--- src/rtl/sdec_pkg.sv ---
package sdec_pkg;

  typedef enum logic [2:0] {
    CYC_NONE   = 3'd0,
    CYC_READ   = 3'd1,
    CYC_WRITE  = 3'd2,
    CYC_RMW    = 3'd3,
    CYC_ROR    = 3'd4,
    CYC_CBR    = 3'd5,
    CYC_HIDDEN = 3'd6,
    CYC_SELF   = 3'd7
  } cyc_e;

  typedef enum logic [2:0] {
    ST_IDLE,
    ST_ROW,
    ST_CBR,
    ST_SELF,
    ST_HOLD,
    ST_HIDDEN,
    ST_SKIP
  } st_e;

  typedef struct packed {
    logic ras_n;
    logic lcas_n;
    logic ucas_n;
    logic we_n;
    logic oe_n;
  } strobes_s;

endpackage

--- src/rtl/sdec_sampler.sv ---
module sdec_sampler
  import sdec_pkg::*;
#(
  parameter int ADDR_W = 13
) (
  input  logic              clk,
  input  logic              rst,
  input  strobes_s          pins,
  input  logic [ADDR_W-1:0] addr_pins,
  output strobes_s          cur,
  output strobes_s          prev,
  output logic [ADDR_W-1:0] addr_q
);

  always_ff @(posedge clk) begin
    if (rst) begin
      cur    <= '1;
      prev   <= '1;
      addr_q <= '0;
    end else begin
      cur    <= pins;
      prev   <= cur;
      addr_q <= addr_pins;
    end
  end

endmodule

--- src/rtl/sdec_refresh_counter.sv ---
module sdec_refresh_counter #(
  parameter int W = 13
) (
  input  logic         clk,
  input  logic         rst,
  input  logic         step,
  output logic [W-1:0] cnt
);

  always_ff @(posedge clk) begin
    if (rst) cnt <= '0;
    else if (step) cnt <= cnt + 1'b1;
  end

  assert_cnt_hold_R5: assert property (@(posedge clk) disable iff (rst)
    !step |=> $stable(cnt));

endmodule

--- src/rtl/sdec_cycle_fsm.sv ---
module sdec_cycle_fsm
  import sdec_pkg::*;
#(
  parameter int ROW_W      = 13,
  parameter int COL_W      = 9,
  parameter int ADDR_W     = 13,
  parameter int LOW_POWER  = 1,
  parameter int SREF_ENTRY = 64,
  parameter int SREF_TICK  = 512
) (
  input  logic              clk,
  input  logic              rst,
  input  strobes_s          cur,
  input  strobes_s          prev,
  input  logic [ADDR_W-1:0] addr_q,
  input  logic [ROW_W-1:0]  cnt,
  output logic              step,
  output logic              acc_next,
  output cyc_e              cyc,
  output logic [ROW_W-1:0]  row,
  output logic [COL_W-1:0]  col
);

  localparam int ENT_W = $clog2(SREF_ENTRY + 1);
  localparam int TMR_W = $clog2(SREF_TICK + 1);

  st_e              st_q, st_d;
  cyc_e             cyc_d;
  logic [ROW_W-1:0] row_d;
  logic [COL_W-1:0] col_d;
  logic [ENT_W-1:0] ent_q, ent_d;
  logic [TMR_W-1:0] tmr_q, tmr_d;

  logic cas_low, cas_low_prev, ras_fall, cas_fall, we_fall, in_access;

  assign cas_low      = ~cur.lcas_n | ~cur.ucas_n;
  assign cas_low_prev = ~prev.lcas_n | ~prev.ucas_n;
  assign ras_fall     = prev.ras_n & ~cur.ras_n;
  assign cas_fall     = cas_low & ~cas_low_prev;
  assign we_fall      = prev.we_n & ~cur.we_n;
  assign in_access    = (cyc inside {CYC_READ, CYC_WRITE, CYC_RMW});

  always_comb begin
    st_d  = st_q;
    cyc_d = cyc;
    row_d = row;
    col_d = col;
    ent_d = ent_q;
    tmr_d = tmr_q;
    step  = 1'b0;
    case (st_q)
      ST_IDLE: begin
        if (ras_fall) begin
          if (cas_low) begin
            if (cur.we_n) begin
              st_d  = ST_CBR;
              cyc_d = CYC_CBR;
              row_d = cnt;
              step  = 1'b1;
              ent_d = '0;
            end else begin
              st_d  = ST_SKIP;
              cyc_d = CYC_NONE;
            end
          end else begin
            st_d  = ST_ROW;
            cyc_d = CYC_ROR;
            row_d = addr_q[ROW_W-1:0];
          end
        end
      end
      ST_ROW: begin
        if (cur.ras_n) begin
          st_d  = (cas_low && in_access) ? ST_HOLD : ST_IDLE;
          cyc_d = CYC_NONE;
        end else if (cas_fall) begin
          col_d = addr_q[COL_W-1:0];
          cyc_d = cur.we_n ? CYC_READ : CYC_WRITE;
        end else if (cyc == CYC_READ && we_fall) begin
          cyc_d = CYC_RMW;
        end
      end
      ST_HOLD: begin
        if (!cas_low) begin
          st_d = ST_IDLE;
        end else if (ras_fall) begin
          st_d  = ST_HIDDEN;
          cyc_d = CYC_HIDDEN;
          row_d = cnt;
          step  = 1'b1;
        end
      end
      ST_HIDDEN: begin
        if (cur.ras_n) begin
          st_d  = cas_low ? ST_HOLD : ST_IDLE;
          cyc_d = CYC_NONE;
        end
      end
      ST_CBR: begin
        if (cur.ras_n) begin
          st_d  = ST_IDLE;
          cyc_d = CYC_NONE;
        end else if (LOW_POWER != 0) begin
          if (ent_q == ENT_W'(SREF_ENTRY - 1)) begin
            st_d  = ST_SELF;
            cyc_d = CYC_SELF;
            tmr_d = '0;
          end else begin
            ent_d = ent_q + 1'b1;
          end
        end
      end
      ST_SELF: begin
        if (cur.ras_n) begin
          st_d  = ST_IDLE;
          cyc_d = CYC_NONE;
        end else begin
          row_d = cnt;
          if (tmr_q == TMR_W'(SREF_TICK - 1)) begin
            tmr_d = '0;
            step  = 1'b1;
          end else begin
            tmr_d = tmr_q + 1'b1;
          end
        end
      end
      ST_SKIP: begin
        if (cur.ras_n) st_d = ST_IDLE;
      end
      default: begin
        st_d  = ST_IDLE;
        cyc_d = CYC_NONE;
      end
    endcase
  end

  assign acc_next = (st_d == ST_HIDDEN) ||
                    (st_d == ST_ROW && (cyc_d inside {CYC_READ, CYC_WRITE, CYC_RMW}));

  always_ff @(posedge clk) begin
    if (rst) begin
      st_q  <= ST_IDLE;
      cyc   <= CYC_NONE;
      row   <= '0;
      col   <= '0;
      ent_q <= '0;
      tmr_q <= '0;
    end else begin
      st_q  <= st_d;
      cyc   <= cyc_d;
      row   <= row_d;
      col   <= col_d;
      ent_q <= ent_d;
      tmr_q <= tmr_d;
    end
  end

  assert_ras_high_clears_R11: assert property (@(posedge clk) disable iff (rst)
    cur.ras_n |=> (cyc == CYC_NONE));

  assert_cbr_row_from_counter_R5: assert property (@(posedge clk) disable iff (rst)
    (cyc == CYC_CBR && $past(cyc) != CYC_CBR) |-> (row == $past(cnt)));

  assert_rmw_keeps_col_R4: assert property (@(posedge clk) disable iff (rst)
    (cyc == CYC_RMW && $past(cyc) == CYC_READ) |-> $stable(col));

  assert_hidden_keeps_col_R7: assert property (@(posedge clk) disable iff (rst)
    (cyc == CYC_HIDDEN && $past(cyc) != CYC_HIDDEN) |-> $stable(col));

endmodule

--- src/rtl/sdec_lane_ctrl.sv ---
module sdec_lane_ctrl
  import sdec_pkg::*;
#(
  parameter int LANES = 2
) (
  input  logic             clk,
  input  logic             rst,
  input  strobes_s         cur,
  input  logic             acc_next,
  output logic [LANES-1:0] rd_en,
  output logic [LANES-1:0] wr_en,
  output logic [LANES-1:0] drv_en
);

  logic [1:0] lane_low;
  assign lane_low = {~cur.ucas_n, ~cur.lcas_n};

  for (genvar i = 0; i < LANES; i++) begin : g_lane
    always_ff @(posedge clk) begin
      if (rst) begin
        rd_en[i]  <= 1'b0;
        wr_en[i]  <= 1'b0;
        drv_en[i] <= 1'b0;
      end else begin
        rd_en[i]  <= acc_next & lane_low[i % 2] & cur.we_n;
        wr_en[i]  <= acc_next & lane_low[i % 2] & ~cur.we_n;
        drv_en[i] <= acc_next & lane_low[i % 2] & cur.we_n & ~cur.oe_n & ~cur.ras_n;
      end
    end
  end

  assert_rd_wr_exclusive_R9: assert property (@(posedge clk) disable iff (rst)
    (rd_en & wr_en) == '0);

  assert_drive_needs_oe_R10: assert property (@(posedge clk) disable iff (rst)
    (drv_en != '0) |-> $past(!cur.oe_n));

endmodule

--- src/rtl/strobe_cycle_decoder.sv ---
module strobe_cycle_decoder
  import sdec_pkg::*;
#(
  parameter int WORD_AW    = 22,
  parameter int ROW_W      = 13,
  parameter int LOW_POWER  = 1,
  parameter int SREF_ENTRY = 64,
  parameter int SREF_TICK  = 512,
  localparam int COL_W     = WORD_AW - ROW_W,
  localparam int ADDR_W    = (ROW_W > COL_W) ? ROW_W : COL_W
) (
  input  logic              clk,
  input  logic              rst,
  input  logic              ras_n,
  input  logic              lcas_n,
  input  logic              ucas_n,
  input  logic              we_n,
  input  logic              oe_n,
  input  logic [ADDR_W-1:0] addr,
  output logic [2:0]        cyc_type,
  output logic [ROW_W-1:0]  act_row,
  output logic [COL_W-1:0]  col_addr,
  output logic [1:0]        rd_en,
  output logic [1:0]        wr_en,
  output logic [1:0]        lane_oe
);

  strobes_s         pins, cur, prev;
  logic [ADDR_W-1:0] addr_q;
  logic [ROW_W-1:0]  cnt;
  logic              step, acc_next;
  cyc_e              cyc;

  assign pins = '{ras_n: ras_n, lcas_n: lcas_n, ucas_n: ucas_n, we_n: we_n, oe_n: oe_n};

  sdec_sampler #(.ADDR_W(ADDR_W)) u_sampler (
    .clk(clk), .rst(rst), .pins(pins), .addr_pins(addr),
    .cur(cur), .prev(prev), .addr_q(addr_q)
  );

  sdec_refresh_counter #(.W(ROW_W)) u_counter (
    .clk(clk), .rst(rst), .step(step), .cnt(cnt)
  );

  sdec_cycle_fsm #(
    .ROW_W(ROW_W), .COL_W(COL_W), .ADDR_W(ADDR_W), .LOW_POWER(LOW_POWER),
    .SREF_ENTRY(SREF_ENTRY), .SREF_TICK(SREF_TICK)
  ) u_fsm (
    .clk(clk), .rst(rst), .cur(cur), .prev(prev), .addr_q(addr_q), .cnt(cnt),
    .step(step), .acc_next(acc_next), .cyc(cyc), .row(act_row), .col(col_addr)
  );

  sdec_lane_ctrl #(.LANES(2)) u_lanes (
    .clk(clk), .rst(rst), .cur(cur), .acc_next(acc_next),
    .rd_en(rd_en), .wr_en(wr_en), .drv_en(lane_oe)
  );

  assign cyc_type = cyc;

endmodule

--- config.mk ---
export PLATFORM = sky130hd
export DESIGN_NAME = strobe_cycle_decoder
export DESIGN_NICKNAME = d
export VERILOG_FILES = /design/src/rtl/sdec_pkg.sv /design/src/rtl/sdec_sampler.sv /design/src/rtl/sdec_refresh_counter.sv /design/src/rtl/sdec_cycle_fsm.sv /design/src/rtl/sdec_lane_ctrl.sv /design/src/rtl/strobe_cycle_decoder.sv
export SDC_FILE = /design/constraint.sdc
export NUM_CORES = 1
export LEC_CHECK = 0
export ABC_CLOCK_PERIOD_IN_PS = 4600
export BUFFER_PORTS_ARGS = -buffer_cell sky130_fd_sc_hd__buf_4
export CAP_MARGIN = 5
export CORE_ASPECT_RATIO = 0.6
export CORE_MARGIN = 1.5
export CORE_UTILIZATION = 60
export DETAILED_ROUTE_END_ITERATION = 7
export PLACE_DENSITY = 0.88
export SYNTH_ARGS = -nofsm -noshare
export SYNTH_HDL_FRONTEND = slang
export SYNTH_SLANG_ARGS = --single-unit
--- constraint.sdc ---
create_clock -name clk -period 4.6 [get_ports clk]
set_input_delay 0.69 -clock clk [delete_from_list [all_inputs] [get_ports clk]]
set_output_delay 0.69 -clock clk [all_outputs]
set_load 0.02 [all_outputs]
==> reports/metrics.yaml <==
first_pass_iters: 5
cts.path.max_buffers: 2
cap_violations: 0
initial_core_util: 0.624
core_area_sq_mm: 0.00617
max_stage_delay_ns: 0.81
boundaryPins: 51
p_leak_nw: 1.68
period_share: 0.532
synth_cell_type_count: 61
die_y_microns: 65.0
antenna_cells: 0
place_congestion: 0.973
antenna_left: 0
cp_data_required_time_ns: 4.87
drt_iter0_drc: 220
netlist_area_sq_mm: 0.00385
htree_levels: 3
hp-class: "reg2reg"
synth-edff-count: 0
grt_pass1_wl_mm: 13.6
drc: 0
crit_fanout: 26
drive_gt1_frac: 0.231
die_area_sq_mm: 0.00692
dp_hpwl_mm: 5.80
dr_wl_met2_mm: 3.31
rsz0062_at_grt: "false"
top_layer: "met4"
synth_top_area_share: 0.447
grt_overflow_total: 0
synthArstFlopShare: 0
rows: 22
cts_sinks: 86
vias_per_cell: 5.78
hold-worst-slack_ns: 0.482
routed_wl_mm: 8.12
tightest_slew_ns: 1.03
tns_ns: 0
finalMaxSlewViolations: 0
ctsResizeCount: 0
cts_hold_buffers: 0
num_vias: 3039
clk_latency_ns: 0.37
postCtsSetupRepairBufs: 0
synth_commonest_cells: "86 x dfxtp_1, 61 x nor2_1, 28 x mux2i_1"
antenna_found_initial: 0
netSwitchingFraction: 0.234
wl_per_cell_microns: 15.4
clk_pin_slew_ns: 0.08
syn_avg_cell_area_sq_um: 9.69
fp.dieW_microns: 106
synth.most_common_cell: "dfxtp_1"
ys.flop_type: "dfxtp_1"
nets: 460
powerDensity_mw_per_mm2: 337
clockRootBuffer: "clkbuf_8"
cts_buffers: 9
wl_met3_microns: 748
cts_tree: "built"
clkPwrFrac: 0.386
worstPathArrival_ns: 2.71
synth_top_cell_by_area: "dfxtp_1"
finalCriticalPeriod_ns: 2.45
status: "finished, final reports clean"
final_area_sq_mm: 0.00443
power.internal_mw: 1.14
critPathSlowestCell: "o21ai_2"
start_kind: "flop"
power_switching_mw: 0.350
placed_cell_area_sq_mm: 0.00422
grt_max_degree: 69
met1_length_mm: 3.90
gr-usage-all-layers: 0.259
synth-seq-cells: 86
fin_skew_ns: 0.00938
fmax_ghz: 0.409
synthCells: 397
path_class: "reg2reg"
yosys-top-cells-area: "dfxtp_1 45%, mux2i_1 7.3%, nor2_1 6.0%"
seq_power_share: 0.527
port_buffers: 50
p_comb_frac: 0.087
worstSetupEndpointType: "flop"
syn-num-nets: 420
ys_warn_count: 0
finalHoldViolCount: 0
setup_violations: 0
grt_pass1_vias: 2766
slew_headroom: 0.313
crit_chain: "nor4b_4 > nand2_1 > o21ai_2 > nor2_1 > a211oi_1"
peakVddDrop_mv: 0.200
synth_seq_area_share: 0.447
synthToLayoutAreaGrowth_pct: 15.2
[power by group through the flow]
stage               Combinational [mW]  Sequential [mW]  Clock, mW
global placement                 0.125            0.803          0
finish                           0.130            0.786      0.577
CTS                              0.129            0.785      0.581
global route                     0.142            0.789      0.614
floorplan                       0.0822            0.804          0
detailed placement               0.129            0.803          0
[logic make-up (layout without fill, tap and decap cells)]
kind of cell	Yosys count	count (layout)	share of synthesized area
mux	29	29	0.0758
flops	86	86	0.447
xor+xnor	21	21	0.0478
compound gates	59	59	0.113
buf+inv	26	71	0.0348
simple gates	173	173	0.271
fa+ha+maj	3	3	0.00976
[state kept, by name, indices dropped and copies added, names as in the netlist]
register,count
u_counter.cnt,13
u_fsm.col,9
u_fsm.cyc,3
u_fsm.ent_q,7
u_fsm.row,13
u_fsm.st_q,3
u_fsm.tmr_q,10
u_lanes.drv_en,2
u_lanes.rd_en,2
u_lanes.wr_en,2
u_sampler.addr_q,13
u_sampler.cur,5
u_sampler.prev,4
[area by class of cell]
| cell class | count | area [sq um] |
|---|---|---|
| Clock inverter | 4 | 70.1 |
| Timing Repair Buffer | 51 | 383 |
| Inverter | 4 | 15.0 |
| Clock buffer | 12 | 145 |
| Tap cell | 84 | 105 |
| Sequential cell | 86 | 1720 |
| Fill cell | 466 | 1730 |
| Multi-Input combinational cell | 285 | 1990 |
[final timing paths]
path	endpoint	startpoint	slack, ns	depth (start not counted)
max	u_fsm.row[6]	u_fsm.st_q[1]	2.15	5
min	u_fsm.ent_q[6]	u_fsm.ent_q[6]	0.48	2
max reg2reg	u_fsm.row[6]	u_fsm.st_q[1]	2.15	5
min reg2reg	u_fsm.ent_q[6]	u_fsm.ent_q[6]	0.48	2
[critical path, delay by kind of cell (launching register included)]
family           cells  cell delay (ns)
AND/OR/NAND/NOR      3             0.73
AO/OA/AOI/OAI        2             1.09
flip-flops           1             0.53
[per-stage QoR]
step / worst slack, ns / std cells / util / power [mW]
after floorplan: 2.77 / 397 / - / 0.887
after global placement: 2.34 / 510 / 0.684 / 0.928
after detailed placement: 2.16 / 510 / 0.684 / 0.931
after CTS: 2.15 / 526 / 0.719 / 1.50
after global routing: 1.94 / 526 / 0.719 / 1.54
final: 2.15 / 526 / 0.719 / 1.49
[cell usage in the layout, fill, tap and decap left out, drive strengths merged, types with 9 or more instances in the layout]
master  netlist  routed
dfxtp        86      86
nor2         64      64
buf          13      51
mux2i        28      28
nand2        21      21
nor2b        17      17
a211oi       14      14
xnor2        13      13
clkbuf        9      12
a21oi        10      10
or2           9       9
o21ai         9       9
[metal layers]
layer,GRT usage,vias to the layer above
met5,0,-
met4,0.103,0
met3,0.0865,21
met2,0.373,122
met1,0.356,1413
li1,-,1483
No activity file was read; power rests on OpenSTA's default activity.
